### src/rtl/touch_fifo_pkg.sv
package touch_fifo_pkg;
  localparam int TS_WORD_W  = 32;
  localparam int TS_COORD_W = 10;
  localparam int TS_X_LSB   = 16;
  localparam int TS_Y_LSB   = 0;
  localparam int TS_PEN_BIT = 31;
  localparam int TS_EMPTY_BIT = 7;
  localparam int TS_OVR_BIT   = 8;

  function automatic logic [TS_WORD_W-1:0] ts_pack(
    input logic                  pen_up,
    input logic [TS_COORD_W-1:0] x,
    input logic [TS_COORD_W-1:0] y
  );
    logic [TS_WORD_W-1:0] w;
    w = '0;
    w[TS_PEN_BIT] = pen_up;
    w[TS_X_LSB +: TS_COORD_W] = x;
    w[TS_Y_LSB +: TS_COORD_W] = y;
    return w;
  endfunction

  function automatic logic [TS_WORD_W-1:0] ts_status(
    input logic empty,
    input logic overrun
  );
    logic [TS_WORD_W-1:0] s;
    s = '0;
    s[TS_EMPTY_BIT] = empty;
    s[TS_OVR_BIT]   = overrun;
    return s;
  endfunction
endpackage

### src/rtl/tfifo_pack.sv
module tfifo_pack
  import touch_fifo_pkg::*;
(
  input  logic                  pen_up,
  input  logic [TS_COORD_W-1:0] x,
  input  logic [TS_COORD_W-1:0] y,
  output logic [TS_WORD_W-1:0]  word
);
  always_comb word = ts_pack(pen_up, x, y);
endmodule

### src/rtl/tfifo_store.sv
module tfifo_store
  import touch_fifo_pkg::*;
#(
  parameter int DEPTH = 4,
  localparam int PTR_W = (DEPTH > 1) ? $clog2(DEPTH) : 1,
  localparam int CNT_W = $clog2(DEPTH + 1)
)(
  input  logic                 clk,
  input  logic                 rst_n,
  input  logic                 wr_en,
  input  logic [TS_WORD_W-1:0] wr_word,
  input  logic                 rd_en,
  output logic [TS_WORD_W-1:0] head_word,
  output logic [CNT_W-1:0]     count,
  output logic                 empty,
  output logic                 push_ok,
  output logic                 push_drop,
  output logic                 pop_ok,
  output logic                 drain_done
);
  logic [PTR_W-1:0] wr_ptr, rd_ptr;
  logic [TS_WORD_W-1:0] slot [DEPTH];
  logic full;

  function automatic logic [PTR_W-1:0] ptr_next(input logic [PTR_W-1:0] p);
    if (p == PTR_W'(DEPTH - 1)) return '0;
    return p + PTR_W'(1);
  endfunction

  assign empty      = (count == '0);
  assign full       = (count == CNT_W'(DEPTH));
  assign pop_ok     = rd_en && !empty;
  assign push_ok    = wr_en && (!full || rd_en);
  assign push_drop  = wr_en && full && !rd_en;
  assign drain_done = pop_ok && !push_ok && (count == CNT_W'(1));
  assign head_word  = empty ? '0 : slot[rd_ptr];

  generate
    for (genvar i = 0; i < DEPTH; i++) begin : g_slot
      always_ff @(posedge clk or negedge rst_n) begin
        if (!rst_n)
          slot[i] <= '0;
        else if (push_ok && (wr_ptr == PTR_W'(i)))
          slot[i] <= wr_word;
      end
    end
  endgenerate

  always_ff @(posedge clk or negedge rst_n) begin
    if (!rst_n) begin
      wr_ptr <= '0;
      rd_ptr <= '0;
      count  <= '0;
    end else begin
      if (push_ok) wr_ptr <= ptr_next(wr_ptr);
      if (pop_ok)  rd_ptr <= ptr_next(rd_ptr);
      case ({push_ok, pop_ok})
        2'b10:   count <= count + CNT_W'(1);
        2'b01:   count <= count - CNT_W'(1);
        default: count <= count;
      endcase
    end
  end
endmodule

### src/rtl/tfifo_status.sv
module tfifo_status
  import touch_fifo_pkg::*;
#(
  parameter int DEPTH     = 4,
  parameter int IRQ_LEVEL = 4,
  localparam int CNT_W = $clog2(DEPTH + 1)
)(
  input  logic                 clk,
  input  logic                 rst_n,
  input  logic [CNT_W-1:0]     count,
  input  logic                 empty,
  input  logic                 push_drop,
  input  logic                 drain_done,
  output logic                 overrun,
  output logic [TS_WORD_W-1:0] status_word,
  output logic                 irq
);
  always_ff @(posedge clk or negedge rst_n) begin
    if (!rst_n)
      overrun <= 1'b0;
    else if (push_drop)
      overrun <= 1'b1;
    else if (drain_done)
      overrun <= 1'b0;
  end

  assign status_word = ts_status(empty, overrun);
  assign irq         = (count >= CNT_W'(IRQ_LEVEL));
endmodule

### src/rtl/touch_sample_fifo.sv
module touch_sample_fifo
  import touch_fifo_pkg::*;
#(
  parameter int DEPTH     = 4,
  parameter int IRQ_LEVEL = 4
)(
  input  logic                  clk,
  input  logic                  rst_n,
  input  logic                  wr_en,
  input  logic [TS_COORD_W-1:0] wr_x,
  input  logic [TS_COORD_W-1:0] wr_y,
  input  logic                  wr_pen_up,
  input  logic                  rd_en,
  output logic [TS_WORD_W-1:0]  rd_data,
  output logic [TS_WORD_W-1:0]  status,
  output logic                  irq
);
  localparam int CNT_W = $clog2(DEPTH + 1);

  logic [TS_WORD_W-1:0] packed_word;
  logic [CNT_W-1:0]     fill_count;
  logic                 q_empty, push_ok, push_drop, pop_ok, drain_done, ovr_flag;

  tfifo_pack u_pack (
    .pen_up (wr_pen_up),
    .x      (wr_x),
    .y      (wr_y),
    .word   (packed_word)
  );

  tfifo_store #(.DEPTH(DEPTH)) u_store (
    .clk        (clk),
    .rst_n      (rst_n),
    .wr_en      (wr_en),
    .wr_word    (packed_word),
    .rd_en      (rd_en),
    .head_word  (rd_data),
    .count      (fill_count),
    .empty      (q_empty),
    .push_ok    (push_ok),
    .push_drop  (push_drop),
    .pop_ok     (pop_ok),
    .drain_done (drain_done)
  );

  tfifo_status #(.DEPTH(DEPTH), .IRQ_LEVEL(IRQ_LEVEL)) u_status (
    .clk         (clk),
    .rst_n       (rst_n),
    .count       (fill_count),
    .empty       (q_empty),
    .push_drop   (push_drop),
    .drain_done  (drain_done),
    .overrun     (ovr_flag),
    .status_word (status),
    .irq         (irq)
  );
endmodule

### config.mk
export PLATFORM = sky130hd
export DESIGN_NAME = touch_sample_fifo
export DESIGN_NICKNAME = d
export VERILOG_FILES = /design/src/rtl/touch_fifo_pkg.sv /design/src/rtl/tfifo_pack.sv /design/src/rtl/tfifo_store.sv /design/src/rtl/tfifo_status.sv /design/src/rtl/touch_sample_fifo.sv
export SDC_FILE = /design/constraint.sdc
export NUM_CORES = 1
export LEC_CHECK = 0
export BUFFER_PORTS_ARGS = -buffer_cell sky130_fd_sc_hd__buf_4
export CAP_MARGIN = 0
export CORE_UTILIZATION = 45
export CTS_CLUSTER_DIAMETER = 120
export DETAILED_ROUTE_END_ITERATION = 16
export PLACE_DENSITY = 0.65
export SLEW_MARGIN = 30
export SYNTH_ARGS = -nofsm -noshare
export SYNTH_HDL_FRONTEND = slang
export SYNTH_SLANG_ARGS = --single-unit
### constraint.sdc
create_clock -name clk -period 1.7 [get_ports clk]
set_clock_uncertainty 0.05 [all_clocks]
set_input_delay 0.51 -clock clk [delete_from_list [all_inputs] [get_ports clk]]
set_output_delay 0.51 -clock clk [all_outputs]
set_load 0.01 [all_outputs]
==> results of run 1 <==
-- area by class of cell --
type | instances | share of cell area
sequential | 92 | 0.371
inverter | 5 | 0.00302
timing repair buffer | 89 | 0.159
tap | 140 | 0.0282
clock buffer | 14 | 0.0246
clock inverter | 2 | 0.00564
multi-input combinational | 201 | 0.409
-- how the worst min path moves through the flow --
stage	end	depth (start not counted)
global route	u_store.slot[97]	2
CTS	u_store.slot[96]	2
finish	u_store.slot[69]	2
floorplan	u_status.overrun	0
detailed placement	u_store.slot[83]	1
global placement	u_store.slot[83]	1
-- per-layer routing --
metal  part of all wire  up-vias
li1                   -     1185
met5                  0        -
met2               0.48       57
met4              0.014        0
met1               0.47     1380
met3              0.034       11
-- power by group through the flow --
| stage | Sequential (uW) | Combinational [uW] | Clock, uW |
|---|---|---|---|
| after floorplan | 3790 | 5410 | 0 |
| after global placement | 3950 | 6950 | 0 |
| after detailed placement | 3960 | 7020 | 0 |
| after CTS | 3960 | 7860 | 1530 |
| after global routing | 4100 | 8160 | 1620 |
| final | 3980 | 7640 | 1490 |
-- worst max-delay path, cell delays in order (launching register included) --
cell and delay (ns):
dfrtp_2 0.42, buf_12 0.17, mux4_2 0.49, nor2b_1 0.15
buf_4 0.14
-- through the flow --
stage	instances	power, uW
after global routing	543	13900
after floorplan	357	9200
final	543	13100
after CTS	547	13400
after detailed placement	515	11000
after global placement	515	10900
-- sequential cells by signal (all words and copies together), names as in the netlist --
signal	cells
u_status.overrun	1
u_store.count	3
u_store.rd_ptr	2
u_store.slot	84
u_store.wr_ptr	2
-- cell families after synthesis --
group | synth area share
compound gates | 0.00198
xor+xnor | 0.00521
fa+ha+maj | 0.0248
buf+inv | 0.111
flops | 0.456
mux | 0.352
other cells | 0.000743
simple gates | 0.0483
-- repair_timing --
action                                  in CTS  in global routing
pin swaps                                    9                  4
setup buffers                               11                  4
endpoints found under the setup margin     109                114
gates resized for setup                     35                 10
endpoints found under the hold margin       18                  0
gates cloned                                 5                  0
hold buffers                                 1                  0
-- placed cells by master (no fill, tap or decap), types with 3 or more instances in the layout --
cell	Yosys	routed
mux4_2	21	21
inv_1	5	3
nor2_1	3	3
ha_1	10	8
mux2_4	80	84
conb_1	1	41
buf_12	8	16
clkbuf_1	2	4
dfrtp_1	92	91
nor2b_4	0	19
buf_4	43	51
and3_4	4	4
buf_6	3	18
mux2_2	8	4
clkbuf_8	0	10
==> results.json, run 1 <==
{
  "cp_max_fo": 12,
  "clkPwrFrac": 0.114,
  "status": "complete, but fails checks",
  "clockBufferDepth": 2,
  "rr_endpoint": "u_store.count[2]",
  "gr-usage-met2": 0.291,
  "gp_congestion": 0.719,
  "cts_made_buffers": 9,
  "maxCapViolCount": 0,
  "synth_top_area_frac": 0.456,
  "wire_per_inst_microns": 17.9,
  "h-tree-depth": 3,
  "area_delta_synth_final_pct": 23.1,
  "drive_gt1_frac": 0.603,
  "placementRows": 38,
  "fin_ws_ns": -0.623,
  "arrival_ns": 1.76,
  "power_density_nw_per_um2": 2110,
  "sw_frac_of_total": 0.302,
  "die-height_microns": 108,
  "timing.rr.start": "u_store.count[1]",
  "placed_cell_area_sq_um": 5730,
  "whs_ns": 0.341,
  "ff_latch_area_sq_um": 2300,
  "leakagePower_uw": 0.00293,
  "final_area_sq_um": 6210,
  "internal-power_uw": 9150,
  "drt_pass1_iterations": 4,
  "antennaDiodeCount": 0,
  "dpl.hpwl_mm": 6.04,
  "syn_area_sq_um": 5050,
  "path_clk_slew_ns": 0.09,
  "yosys-top-cells-count": "dfrtp_1 (92), mux2_4 (80), buf_4 (43)",
  "worstHoldStart": "wr_y[5]",
  "fin_crit_sh": 1.37,
  "initial_utilization": 0.464,
  "grtUsageTotal": 0.185,
  "postSynthCellCount": 317,
  "setup_viol": 53,
  "synth_top_cell_by_area": "dfrtp_1",
  "crit_start": "u_store.rd_ptr[0]",
  "vias": 2633,
  "synth.distinct_cells": 24,
  "peakVddDrop_mv": 1.09,
  "path_class": "flop to output port",
  "cts_sinks": 92,
  "antenna_found_initial": 0,
  "io_buffer_count": 48,
  "fp.dieW_microns": 108,
  "core_area_sq_um": 10900,
  "synth-seq-cells": 92,
  "comb_power_share": 0.583,
  "rrSetupSlack_ns": -0.10,
  "drc_errors": 0,
  "finalHoldViolCount": 0,
  "ys_warn_count": 0,
  "grt_pass1_vias": 2908,
  "seq_power_share": 0.303,
  "initialDrtViolationCount": 70,
  "p_sw_uw": 3960,
  "ys_seq_area_frac": 0.456,
  "ant_nets": 0,
  "synthFlopType": "dfrtp_1",
  "clkLatencyLatePin_ns": 0.37,
  "min_path_type": "input port to flop",
  "worstPathRequired_ns": 1.14,
  "clock.fmax_mhz": 431,
  "fin_crit_ns": 2.32,
  "utilization": 0.570,
  "async_reset_ff_frac": 1.00,
  "r2r_cells": 8,
  "met3_usage": 0.0454,
  "synthTopCellsByArea": "dfrtp_1 (46%), mux2_4 (24%), mux4_2 (9.4%), buf_4 (6.4%), buf_12 (3.2%)",
  "multi_input_area_sq_um": 2540,
  "die_area_sq_um": 11600,
  "cts_tree": "done",
  "syn_area_per_cell_sq_um": 15.9,
  "use_met1": 0.252,
  "drv_slew": 0,
  "synth_edf_count": 0,
  "overflow": 0,
  "nNetsFinal": 433,
  "cts_root_buf": "clkbuf_8",
  "grt-busiest-layer": "met2",
  "drt_wl_total_mm": 9.73,
  "synth_most_common_cell": "dfrtp_1",
  "dp_slack_ns": -0.234,
  "nFillCells": 831,
  "grt_pass1_wl_mm": 15.8,
  "setup_tns_ns": -13.97,
  "critPathCaptureType": "output port",
  "cp-start-kind": "flop",
  "violations": "setup timing",
  "endpoint": "rd_data[31]",
  "viasPerCell": 4.85,
  "grt_max_degree": 42,
  "rsz0062_at_grt": "yes",
  "ios": 90
}
Note: power is estimated with default switching activity, not from simulation.
==> run 2: changes to the inputs <==
--- a/config.mk
+++ b/config.mk
@@ -10,8 +10,9 @@
 export CORE_UTILIZATION = 45
 export CTS_CLUSTER_DIAMETER = 120
 export DETAILED_ROUTE_END_ITERATION = 16
-export PLACE_DENSITY = 0.65
+export PLACE_DENSITY = 0.63
 export SLEW_MARGIN = 30
 export SYNTH_ARGS = -nofsm -noshare
 export SYNTH_HDL_FRONTEND = slang
+export SYNTH_HIERARCHICAL = 1
 export SYNTH_SLANG_ARGS = --single-unit
==> results.json, run 2 <==
{
  "status": "complete, but fails checks",
  "violations": "setup timing",
  "overflow": 0,
  "gp_congestion": 0.708,
  "grtUsageTotal": 0.209,
  "worst_pin_slew_ns": 0.628,
  "wire_per_inst_microns": 20.3,
  "min_path_type": "input port to asynchronous set/reset pin",
  "drv_slew": 0,
  "sw_frac_of_total": 0.299,
  "synth_edf_count": 0,
  "cts_made_buffers": 17,
  "ios": 90,
  "leakagePower_uw": 0.00445,
  "fin_crit_sh": 1.42,
  "fp.dieW_microns": 127,
  "die-height_microns": 127,
  "initialDrtViolationCount": 198,
  "synthFlopType": "dfrtp_1",
  "worstPathRequired_ns": 1.14,
  "p_sw_uw": 6550,
  "setup_viol": 166,
  "drt_wl_total_mm": 15.6,
  "relSlewSlack": 0.582,
  "ant_nets": 0,
  "clkPwrFrac": 0.167,
  "clkLatencyLatePin_ns": 0.42,
  "critPathBufInv": 3,
  "syn_area_sq_um": 7010,
  "crit_chain": "buf_12, clkbuf_16, mux4_2, nor2b_4, buf_6",
  "ys_seq_area_frac": 0.486,
  "async_reset_ff_frac": 1.00,
  "critPathCaptureType": "output port",
  "fin_crit_ns": 2.42,
  "setup_tns_ns": -49.98,
  "core_area_sq_um": 15200,
  "grt_pass1_wl_mm": 24.9,
  "grt_max_degree": 102,
  "cp_max_fo": 8,
  "cts_tree": "done",
  "seq_power_share": 0.271,
  "rsz0062_at_grt": "yes",
  "clockBufferDepth": 2,
  "synth-seq-cells": 136,
  "syn_area_per_cell_sq_um": 15.1,
  "synth_most_common_cell": "dfrtp_1",
  "initial_utilization": 0.461,
  "final_area_sq_um": 9590,
  "cp_slowest_cell": "mux4_2",
  "cts_sinks": 136,
  "h-tree-depth": 4,
  "largest_register": "u_store/slot",
  "drive_gt1_frac": 0.651,
  "top_regs": "u_store/slot x128, u_store/count x3",
  "cp-start-kind": "flop",
  "grt_pass1_vias": 4281,
  "postSynthCellCount": 464,
  "drc_errors": 0,
  "io_buffer_count": 59,
  "peakVddDrop_mv": 1.20,
  "ys_warn_count": 6,
  "area_delta_synth_final_pct": 36.8,
  "placementRows": 45,
  "layout_commonest_cell": "dfrtp_1",
  "placed_cell_area_sq_um": 8080,
  "most-common-layout-cells": "dfrtp_1 (134), mux2_4 (130), buf_4 (49), buf_6 (45), conb_1 (41)",
  "cpLargestDelayFamily": "multiplexers",
  "maxCapViolCount": 0,
  "path_class": "flop to output port",
  "synth_top_area_frac": 0.486,
  "synth.distinct_cells": 26,
  "drt_pass1_iterations": 4,
  "vias": 3906,
  "dpl.hpwl_mm": 8.39,
  "path_clk_slew_ns": 0.06,
  "synthTopCellsByArea": "dfrtp_1 (49%), mux2_2 (15%), mux4_2 (8.4%), mux2_4 (7.9%), buf_4 (6.9%)",
  "antenna_found_initial": 0,
  "nFillCells": 1100,
  "dp_slack_ns": -0.324,
  "power_uw": 21900,
  "cts_root_buf": "clkbuf_16",
  "cp_slowest_stage_delay_ns": 0.50,
  "power_density_nw_per_um2": 2280,
  "antennaDiodeCount": 0,
  "largest_reg_flops": 128,
  "arrival_ns": 1.86,
  "fin_ws_ns": -0.719,
  "clock.fmax_mhz": 413,
  "viasPerCell": 5.10,
  "synth_top_cell_by_area": "dfrtp_1",
  "finalHoldViolCount": 0,
  "nNetsFinal": 600,
  "die_area_sq_um": 16100,
  "comb_power_share": 0.562,
  "internal-power_uw": 15300,
  "yosys-top-cells-count": "dfrtp_1 (136), mux2_2 (95), buf_4 (64)"
}
run 2: worst paths after layout:
path	cells past startpoint	slack (ns)	startpoint	end
hold reg to reg	1	0.44	u_status/overrun	u_status/overrun
setup / recovery	5	-0.72	u_store/rd_ptr[0]	rd_data[5]
hold / removal	2	0.02	rst_n	u_store/slot[82]
setup reg to reg	9	-0.25	u_store/count[0]	u_store/slot[100]
min in group clk	2	0.30	wr_y[8]	u_store/slot[8]
max in group asynchronous	2	1.03	rst_n	u_store/rd_ptr[1]
run 2: through the flow:
step / utilization / instances / hold WS, ns
3_3_place_gp: 0.532 / 695 / 0.419
2_1_floorplan: - / 503 / 0.164
6_report: 0.631 / 766 / 0.0178
3_5_place_dp: 0.532 / 695 / 0.424
5_1_grt: 0.631 / 766 / 0.110
4_1_cts: 0.626 / 763 / 0.0914
run 2: timing repair:
item | in CTS | in global routing
setup endpoints to repair | 165 | 166
pin swaps | 4 | 7
resized for setup | 82 | 29
buffers inserted | 24 | 9
cloned | 13 | 2
hold buffers | 0 | 0
run 2: kinds of logic (layout without fill, tap and decap cells):
family,Yosys count,count (layout),share of synthesized area
compound gates,2,2,0.00178
xor+xnor,3,3,0.00375
fa+ha+maj,10,10,0.0179
buf+inv,95,170,0.105
flops,136,136,0.486
mux,165,165,0.339
other cells,2,41,0.00107
simple gates,51,51,0.0457
run 2: layout make-up:
class                           count  area (sq um)  share of cell area
Clock inverter                     14           151              0.0158
Clock buffer                       18           439              0.0458
Sequential cell                   136          3410               0.355
Multi-Input combinational cell    272          3630               0.379
Tap cell                          188           235              0.0245
Inverter                            6          25.0             0.00261
Timing Repair Buffer              132          1700               0.177
run 2: per-layer routing:
layer | part of all wire | track usage | routed length [microns]
met1 | 0.46 | 0.286 | 7090
met5 | 0 | 0 | 0
met2 | 0.50 | 0.332 | 7740
met4 | 0.011 | 0.0651 | 177
met3 | 0.036 | 0.0493 | 555
run 2: worst register-to-register path, delay by kind of cell (launching register included):
kind                       cells  cell delay [ns]
DFF                            1             0.36
adders and majority gates      1             0.15
buffers and inverters          5             0.61
muxes                          1             0.30
and+or+nand+nor                2             0.36
run 2: power groups by stage:
| stage | combinational (uW) | sequential (uW) | clock [uW] |
|---|---|---|---|
| 2_1_floorplan | 7750 | 5550 | 0 |
| 3_3_place_gp | 9980 | 5850 | 0 |
| 3_5_place_dp | 10100 | 5880 | 0 |
| 4_1_cts | 12000 | 5900 | 3700 |
| 5_1_grt | 13100 | 6090 | 3850 |
| 6_report | 12300 | 5930 | 3650 |
